## src/rtl/flash_cmd_pkg.sv

```systemverilog
package flash_cmd_pkg;

  typedef enum logic [2:0] {
    ST_IDLE  = 3'd0,
    ST_UNL1  = 3'd1,
    ST_UNL2  = 3'd2,
    ST_PROG  = 3'd3,
    ST_ERS3  = 3'd4,
    ST_ERS4  = 3'd5,
    ST_ERS5  = 3'd6
  } seqState_t;

  typedef struct packed {
    logic prog;
    logic chipErase;
    logic sectErase;
    logic lock;
    logic idEnter;
    logic idExit;
  } cmdStrobe_t;

  localparam logic [7:0] KEY_FIRST   = 8'hAA;
  localparam logic [7:0] KEY_SECOND  = 8'h55;
  localparam logic [7:0] OP_PROGRAM  = 8'hA0;
  localparam logic [7:0] OP_ERASESET = 8'h80;
  localparam logic [7:0] OP_IDENTER  = 8'h90;
  localparam logic [7:0] OP_EXIT     = 8'hF0;
  localparam logic [7:0] OP_CHIP     = 8'h10;
  localparam logic [7:0] OP_SECTOR   = 8'h30;
  localparam logic [7:0] OP_LOCK     = 8'h40;

endpackage

```

## src/rtl/fcs_ctrl.sv

```systemverilog
module fcs_ctrl
  import flash_cmd_pkg::*;
#(
  parameter int CMP_W   = 15,
  parameter int DATA_W  = 8,
  parameter logic [CMP_W-1:0] ADDR_KEY1 = 15'h5555,
  parameter logic [CMP_W-1:0] ADDR_KEY2 = 15'h2AAA
) (
  input  logic              clk,
  input  logic              rstN,
  input  logic              wrEn,
  input  logic [CMP_W-1:0]  wrAddrLo,
  input  logic [DATA_W-1:0] wrData,
  input  logic              busy,
  output cmdStrobe_t        strobe
);

  seqState_t state, stateNext;
  logic accept, atKey1, atKey2, isExit;

  assign accept = wrEn && !busy;
  assign atKey1 = (wrAddrLo == ADDR_KEY1);
  assign atKey2 = (wrAddrLo == ADDR_KEY2);
  assign isExit = (wrData == OP_EXIT);

  always_comb begin
    stateNext = state;
    strobe    = '0;
    if (accept) begin
      stateNext = ST_IDLE;
      // Single-write exit: any 0xF0 outside the program-data step
      strobe.idExit = isExit && (state != ST_PROG);
      unique case (state)
        ST_IDLE: if (atKey1 && wrData == KEY_FIRST)  stateNext = ST_UNL1;
        ST_UNL1: if (atKey2 && wrData == KEY_SECOND) stateNext = ST_UNL2;
        ST_UNL2: if (atKey1) begin
          if (wrData == OP_PROGRAM)       stateNext = ST_PROG;
          else if (wrData == OP_ERASESET) stateNext = ST_ERS3;
          else if (wrData == OP_IDENTER)  strobe.idEnter = 1'b1;
        end
        ST_PROG: strobe.prog = 1'b1;
        ST_ERS3: if (atKey1 && wrData == KEY_FIRST)  stateNext = ST_ERS4;
        ST_ERS4: if (atKey2 && wrData == KEY_SECOND) stateNext = ST_ERS5;
        ST_ERS5: begin
          if (wrData == OP_SECTOR)                strobe.sectErase = 1'b1;
          else if (atKey1 && wrData == OP_CHIP)   strobe.chipErase = 1'b1;
          else if (atKey1 && wrData == OP_LOCK)   strobe.lock      = 1'b1;
        end
        default: stateNext = ST_IDLE;
      endcase
    end
  end

  always_ff @(posedge clk or negedge rstN) begin
    if (!rstN) state <= ST_IDLE;
    else       state <= stateNext;
  end

  // a write taken while busy leaves the sequence where it was
  p_busy_hold_r10: assert property (@(posedge clk) disable iff (!rstN)
    (wrEn && busy) |=> $stable(state));

  // the program data step always closes the sequence
  p_prog_closes_r2: assert property (@(posedge clk) disable iff (!rstN)
    (state == ST_PROG && wrEn && !busy) |=> state == ST_IDLE);

  // a wrong second unlock write drops back to idle
  p_mismatch_idle_r9: assert property (@(posedge clk) disable iff (!rstN)
    (state == ST_UNL1 && wrEn && !busy && wrData != KEY_SECOND) |=> state == ST_IDLE);

endmodule

```

## src/rtl/fcs_datapath.sv

```systemverilog
module fcs_datapath
  import flash_cmd_pkg::*;
#(
  parameter int ADDR_W = 18,
  parameter int DATA_W = 8,
  parameter logic [DATA_W-1:0] MAKER_CODE  = 8'hDA,
  parameter logic [DATA_W-1:0] DEVICE_CODE = 8'h0B
) (
  input  logic              clk,
  input  logic              rstN,
  input  cmdStrobe_t        strobe,
  input  logic              wrEn,
  input  logic [ADDR_W-1:0] wrAddr,
  input  logic [DATA_W-1:0] wrData,
  input  logic              rdEn,
  input  logic [ADDR_W-1:0] rdAddr,
  output logic              progReq,
  output logic              chipEraseReq,
  output logic              sectEraseReq,
  output logic              lockReq,
  output logic [ADDR_W-1:0] reqAddr,
  output logic [DATA_W-1:0] reqData,
  output logic              idMode,
  output logic              rdHit,
  output logic [DATA_W-1:0] rdData
);

  localparam int ID_SLOTS = 3;

  logic anyStrobe, anyReq, locked;
  logic [DATA_W-1:0] idTable [ID_SLOTS];
  logic [ID_SLOTS-1:0] slotSel;

  assign anyStrobe = strobe.prog | strobe.chipErase | strobe.sectErase | strobe.lock;
  assign anyReq    = progReq | chipEraseReq | sectEraseReq | lockReq;

  assign idTable[0] = MAKER_CODE;
  assign idTable[1] = DEVICE_CODE;
  assign idTable[2] = {{(DATA_W-1){1'b0}}, locked};

  for (genvar s = 0; s < ID_SLOTS; s++) begin : g_slot
    assign slotSel[s] = (rdAddr == ADDR_W'(s));
  end

  logic [DATA_W-1:0] idWord;
  always_comb begin
    idWord = '0;
    for (int s = 0; s < ID_SLOTS; s++)
      if (slotSel[s]) idWord = idTable[s];
  end

  always_ff @(posedge clk or negedge rstN) begin
    if (!rstN) begin
      progReq      <= 1'b0;
      chipEraseReq <= 1'b0;
      sectEraseReq <= 1'b0;
      lockReq      <= 1'b0;
      reqAddr      <= '0;
      reqData      <= '0;
      idMode       <= 1'b0;
      locked       <= 1'b0;
      rdHit        <= 1'b0;
      rdData       <= '0;
    end else begin
      progReq      <= strobe.prog;
      chipEraseReq <= strobe.chipErase;
      sectEraseReq <= strobe.sectErase;
      lockReq      <= strobe.lock;
      if (anyStrobe) begin
        reqAddr <= wrAddr;
        reqData <= wrData;
      end
      if (strobe.lock)         locked <= 1'b1;
      if (strobe.idEnter)      idMode <= 1'b1;
      else if (strobe.idExit)  idMode <= 1'b0;
      rdHit  <= rdEn && idMode && (|slotSel);
      rdData <= (rdEn && idMode) ? idWord : '0;
    end
  end

  // never two requests at once
  p_req_onehot_r11: assert property (@(posedge clk) disable iff (!rstN)
    $onehot0({progReq, chipEraseReq, sectEraseReq, lockReq}));

  // a request lasts exactly one clock
  p_req_pulse_r11: assert property (@(posedge clk) disable iff (!rstN)
    anyReq |=> !anyReq);

  // latched address and data only move with a request
  p_req_hold_r11: assert property (@(posedge clk) disable iff (!rstN)
    !anyReq |-> ($stable(reqAddr) && $stable(reqData)));

  // identification mode only starts from a 0x90 write
  p_id_entry_r6: assert property (@(posedge clk) disable iff (!rstN)
    $rose(idMode) |-> ($past(wrEn) && $past(wrData) == OP_IDENTER));

  // a hit needs a read strobe while in identification mode
  p_rd_hit_r7: assert property (@(posedge clk) disable iff (!rstN)
    rdHit |-> ($past(rdEn) && $past(idMode)));

endmodule

```

## src/rtl/flash_cmd_seq.sv

```systemverilog
module flash_cmd_seq
  import flash_cmd_pkg::*;
#(
  parameter int ADDR_W = 18,
  parameter int DATA_W = 8,
  parameter int CMP_W  = 15
) (
  input  logic              clk,
  input  logic              rstN,
  input  logic              wrEn,
  input  logic [ADDR_W-1:0] wrAddr,
  input  logic [DATA_W-1:0] wrData,
  input  logic              rdEn,
  input  logic [ADDR_W-1:0] rdAddr,
  input  logic              busy,
  output logic              progReq,
  output logic              chipEraseReq,
  output logic              sectEraseReq,
  output logic              lockReq,
  output logic [ADDR_W-1:0] reqAddr,
  output logic [DATA_W-1:0] reqData,
  output logic              idMode,
  output logic              rdHit,
  output logic [DATA_W-1:0] rdData
);

  cmdStrobe_t strobe;

  fcs_ctrl #(.CMP_W(CMP_W), .DATA_W(DATA_W)) i_ctrl (
    .clk      (clk),
    .rstN     (rstN),
    .wrEn     (wrEn),
    .wrAddrLo (wrAddr[CMP_W-1:0]),
    .wrData   (wrData),
    .busy     (busy),
    .strobe   (strobe)
  );

  fcs_datapath #(.ADDR_W(ADDR_W), .DATA_W(DATA_W)) i_datapath (
    .clk          (clk),
    .rstN         (rstN),
    .strobe       (strobe),
    .wrEn         (wrEn),
    .wrAddr       (wrAddr),
    .wrData       (wrData),
    .rdEn         (rdEn),
    .rdAddr       (rdAddr),
    .progReq      (progReq),
    .chipEraseReq (chipEraseReq),
    .sectEraseReq (sectEraseReq),
    .lockReq      (lockReq),
    .reqAddr      (reqAddr),
    .reqData      (reqData),
    .idMode       (idMode),
    .rdHit        (rdHit),
    .rdData       (rdData)
  );

endmodule

```

## config.mk

```make
export PLATFORM = sky130hd
export DESIGN_NAME = flash_cmd_seq
export DESIGN_NICKNAME = d
export VERILOG_FILES = /design/src/rtl/flash_cmd_pkg.sv /design/src/rtl/fcs_ctrl.sv /design/src/rtl/fcs_datapath.sv /design/src/rtl/flash_cmd_seq.sv
export SDC_FILE = /design/constraint.sdc
export NUM_CORES = 1
export LEC_CHECK = 0
export ABC_AREA = 1
export BUFFER_PORTS_ARGS = -buffer_cell sky130_fd_sc_hd__buf_2
export CAP_MARGIN = 20
export CELL_PAD_IN_SITES_DETAIL_PLACEMENT = 0
export CELL_PAD_IN_SITES_GLOBAL_PLACEMENT = 1
export CORE_ASPECT_RATIO = 1.1
export CORE_MARGIN = 3
export CORE_UTILIZATION = 33
export CTS_CLUSTER_DIAMETER = 120
export DETAILED_ROUTE_END_ITERATION = 10
export GPL_TIMING_DRIVEN = 0
export PLACE_DENSITY = 0.88
export SLEW_MARGIN = 30
export SYNTH_ARGS = -nofsm -noshare
export SYNTH_HDL_FRONTEND = slang
export SYNTH_HIERARCHICAL = 1
export SYNTH_SLANG_ARGS = --single-unit
export TNS_END_PERCENT = 30
```

## constraint.sdc

```tcl
create_clock -name clk -period 2.3 [get_ports clk]
set_input_delay 0.46 -clock clk [delete_from_list [all_inputs] [get_ports clk]]
set_output_delay 0.46 -clock clk [all_outputs]
set_load 0.05 [all_outputs]
```

# ---- After elaboration in Yosys (flattened, before gate mapping)
# Index checks and enable logic that the tools add are counted.
dict set report classes {
  n_bitwise 3
  eq_ne 20
  n_reduce_logical 13
  n_mux 28
}
# cell count
set op_table {}
lappend op_table {{$eq A8 B8 Y1 const B} 5}
lappend op_table {{$mux W8} 4}
lappend op_table {{$eq A18 B1 Y1 const B} 1}
lappend op_table {{$eq A18 B2 Y1 const B} 1}
lappend op_table {{$logic_not A18 Y1} 1}
lappend op_table {{$mux W3} 6}
lappend op_table {{$eq A8 B7 Y1 const B} 2}
lappend op_table {{$eq A15 B14 Y1 const B} 1}
lappend op_table {{$eq A15 B15 Y1 const B} 1}
lappend op_table {{$mux W1} 15}
lappend op_table {{$pmux W3 S5} 1}
lappend op_table {{$eq A3 B3 Y1 const B} 3}
lappend op_table {{$eq A8 B5 Y1 const B} 1}
lappend op_table {{$eq A8 B6 Y1 const B} 1}
lappend op_table {{$logic_and A1 B1 Y1} 8}
lappend op_table {{$eq A3 B2 Y1 const B} 2}
lappend op_table {{$mux W6} 1}
lappend op_table {{$eq A3 B1 Y1 const B} 1}
lappend op_table {{$logic_not A3 Y1} 1}
lappend op_table {{$ne A3 B2 Y1 const B} 1}
lappend op_table {{$or A1 B1 Y1} 3}
lappend op_table {{$reduce_or A3 Y1} 1}
lappend op_table {{$mux W2} 1}
lappend op_table {{$reduce_bool A2 Y1} 1}
lappend op_table {{$logic_not A1 Y1} 1}
dict set report word_totals {
  wordCells 75
  regBits 44
  out_inout_bits 40
  in_bits 49
}

# ---- Longest topological paths before layout
dict set report logic_depth {
  ltp_word 10
  depth_mapped 12
  ltp_nobuf 11
}

# ---- Hierarchy
# Netlist, hierarchy kept.
# module cells_per_inst area_each_um2 n_inst seq_area_each_um2
set by_module_without_submodules {}
lappend by_module_without_submodules {fcs_datapath 162 1485.2 1 900.9}
lappend by_module_without_submodules {fcs_ctrl 128 658.1 1 75.1}

# ---- Worst setup path before layout
# No wires, ideal clock.
dict set report synth_timing {
  kind {input -> register}
  startpoint {in wrData[1]}
  endpoint {reg i_datapath.reqAddr[0]}
  n_path_buf 1
  setup_slack_ns 0.507
  stages 11
  arrival_ns 1.675
  setup_time_ns 0.118
  t_required_ns 2.182
  path_cell_list {inv_1 -> nand3_2 -> inv_1 -> nand4_1 -> nand2_1 -> nor3_2 -> nor3_4 -> nand2_4 -> buf_6 -> nand2_1 -> nand2_1}
}
# item line_no
set synth_lines {}
lappend synth_lines {{start: declaration} flash_cmd_seq.sv:12} ;# input logic [DATA_W-1:0] wrData,
lappend synth_lines {{end signal: assignment} fcs_datapath.sv:70} ;# reqAddr <= wrAddr;
lappend synth_lines {{end: declaration} fcs_datapath.sv:21} ;# output logic [ADDR_W-1:0] reqAddr,

==> impl_metrics.yaml <==
detailed_routing:
  first_pass_iters: 4
  drt_iter0_markers: 107
  route.detailed.drc: 0
  via_per_inst: 4.53
  wl_per_cell_um: 11.5
  wirelength_mm: 5.35
  vias: 2106
  drtAntennaViolNets: 0
sta:
  timing.final.max_slew_violations: 0
  finalCriticalPeriod_ps: 1980
  fmax_mhz: 505
  fin_ws_ps: 322
  rsz0062_at_grt: "no"
  period_share: 0.860
  tns_ps: 0
  tightest_slew_ps: 671
  finClkSkew_ps: 10.6
  slew_headroom: 0.549
  hold_viol: 0
  setup_viol: 0
setup_path:
  cp_cell_sequence: "buf_2 -> nor2_2 -> nand3_2 -> inv_1 -> nand4_1 -> nand2_1 -> nor3_2 -> nor3_4 -> nand2_4 -> buf_6 -> nand2_1 -> nand2_1"
  critPathMaxStageDelay_ps: 470
  critPathArrivalTime_ps: 2160
  crit_buf_inv: 3
  endpoint_kind: "register"
  rr_worst_depth: 7
  critical_path_class: "in2reg"
  crit_top_cell: "nand2_1"
  worst-path-max-fanout: 10
  cp.depth: 12
  cp_top_family: "simple AND/OR/NAND/NOR gates"
  crit_slowest_cell: "nor3_4"
  cp-start-kind: "input port"
  worstPathRequired_ps: 2480
placed_design:
  portBuffers: 86
  pre_cts_ws_ps: -2.37
  dp_hpwl_mm: 4.20
  place_congestion: 0.809
synth:
  netlist_area_mm2: 0.00214
  postSynthAreaPerCell_um2: 7.39
  yosysSeqAreaShare: 0.455
  synth_warnings: 6
  synth-async-reset-ratio: 1.00
  ys_seq_elements: 39
  synth_edf_count: 0
  synth_cells: 290
  ys_types: 26
  synth_ff_type: "dfrtp_1"
global_routing:
  grt_pass1_wl_mm: 9.59
  grt_antenna_before_repair: 0
  grt_use_total: 0.153
  grt_max_degree: 40
  grt_pass1_vias: 2046
  gr-total-overflow: 0
floorplanning:
  rows: 30
  die_w_um: 82.8
  initial_core_util: 0.344
  core_mm2: 0.00623
  dieArea_mm2: 0.00750
  ioPinCount: 89
  die_h_um: 90.5
clocking:
  htreeDepth: 2
  cts_tree: "done"
  cts_resized: 0
  cts.sinks: 39
  worstSkewPairLatency_ps: 290
  hold_buffers: 0
  cts_setup_buffers: 0
  clk_pin_slew_ps: 90
  cts_buffers: 5
  clockRootBuffer: "clkbuf_8"
  clk_path_buf_depth: 2
power_and_ir_drop:
  leakagePower_uw: 0.00159
  cellPowerDensity_mw_per_mm2: 603
  ir_drop_uv: 311
hold_path:
  min_path_type: "in2async"
flow_run:
  drv_cap: 0
status:
  status: "completed"
final_layout:
  area_growth_pct: 29.2
  drive_gt1_frac: 0.314
  n_antenna_cell: 0
  nets: 433
[cell usage after synthesis, types with 3 or more instances]
library cell | instances | area [µm²]
nand2_1 | 95 | 357
nand3_1 | 40 | 200
dfrtp_1 | 39 | 976
nor2_1 | 38 | 143
inv_1 | 30 | 113
nand4_1 | 9 | 56.3
buf_4 | 7 | 52.6
inv_2 | 5 | 18.8
nor2_4 | 3 | 33.8
nor3_1 | 3 | 15.0
[cells in the final DEF, fill, tap and decap left out]
cell type	synthesis	layout
nand2_1	95	95
buf_2	0	85
nand3_1	40	40
dfrtp_1	39	39
nor2_1	38	38
inv_1	30	30
nand4_1	9	9
buf_4	7	8
clkbuf_8	0	5
inv_2	5	5
nor2_4	3	3
nor3_1	3	3
clkinvlp_4	0	2
nor2_2	2	2
nand3_2	2	2
nor3_2	2	2
buf_6	2	2
clkbuf_1	2	2
conb_1	1	2
clkinv_2	0	1
nor4_4	1	1
a311oi_1	1	1
nor4_1	1	1
a21oi_1	1	1
o21ai_1	1	1
o21ai_0	1	1
nor3_4	1	1
nand2_4	1	1
o21bai_1	1	1
or2_2	1	1
[final cells by class]
class	count	area, µm²
clock inverter	3	20.0
sequential	39	976
fill	683	3460
multi-input combinational	206	957
inverter	35	131
buffer	11	82.6
clock buffer	5	68.8
timing repair buffer	86	433
tap	80	100
[registers in the layout, indices dropped and copies added (netlist names)]
name / flops
i_datapath/lockReq: 1
i_datapath/rdData: 3
i_datapath/idMode: 1
i_datapath/locked: 1
i_datapath/progReq: 1
i_datapath/sectEraseReq: 1
i_ctrl/state: 3
i_datapath/chipEraseReq: 1
i_datapath/rdHit: 1
i_datapath/reqData: 8
i_datapath/reqAddr: 18
[per-layer routing]
| metal | part of all wire | GRT usage |
|---|---|---|
| met1 | 0.48 | 0.207 |
| met3 | 0.054 | 0.0374 |
| met4 | 0.017 | 0.0490 |
| met5 | 0 | 0 |
| met2 | 0.45 | 0.241 |
[path summary, 6_finish.rpt]
path / end / slack [ps] / startpoint
max in group asynchronous: i_datapath/reqData[0]$_DFFE_PN0P_ / 1830 / rstN
min: i_datapath/locked$_DFFE_PN0P_ / 130 / rstN
max reg2reg: i_datapath/reqAddr[8]$_DFFE_PN0P_ / 370 / i_ctrl/state[0]$_DFFE_PN0P_
min reg2reg: i_datapath/locked$_DFFE_PN0P_ / 480 / i_datapath/locked$_DFFE_PN0P_
max: i_datapath/reqAddr[8]$_DFFE_PN0P_ / 320 / wrData[2]
min in group clk: i_datapath/reqAddr[16]$_DFFE_PN0P_ / 360 / wrAddr[16]
[where the power goes]
group / internal [µW] / total (µW) / leakage [µW] / switching [µW]
sequential: 740 / 769 / 0.000517 / 29.8
combinational: 115 / 439 / 0.00103 / 324
clock: 211 / 461 / 0.0000402 / 250
[cell families (layout without fill, tap and decap cells)]
family                 Yosys count  in the layout  share of synthesized area
buffers and inverters           46            140                     0.0998
AO/OA/AOI/OAI                    5              5                     0.0146
flip-flops                      39             39                      0.455
other                            1              2                    0.00175
AND/OR/NAND/NOR                199            199                      0.428
[through the flow]
stage	hold WS, ps	cells	power, µW	area, µm²	utilization
floorplan	164	291	1080	2150	-
global placement	471	457	1220	2680	0.430
detailed placement	467	457	1220	2680	0.430
CTS	301	465	1690	2770	0.444
global route	161	465	1760	2770	0.444
finish	128	465	1670	2770	0.444
Note: power is estimated with default switching activity, not from simulation.
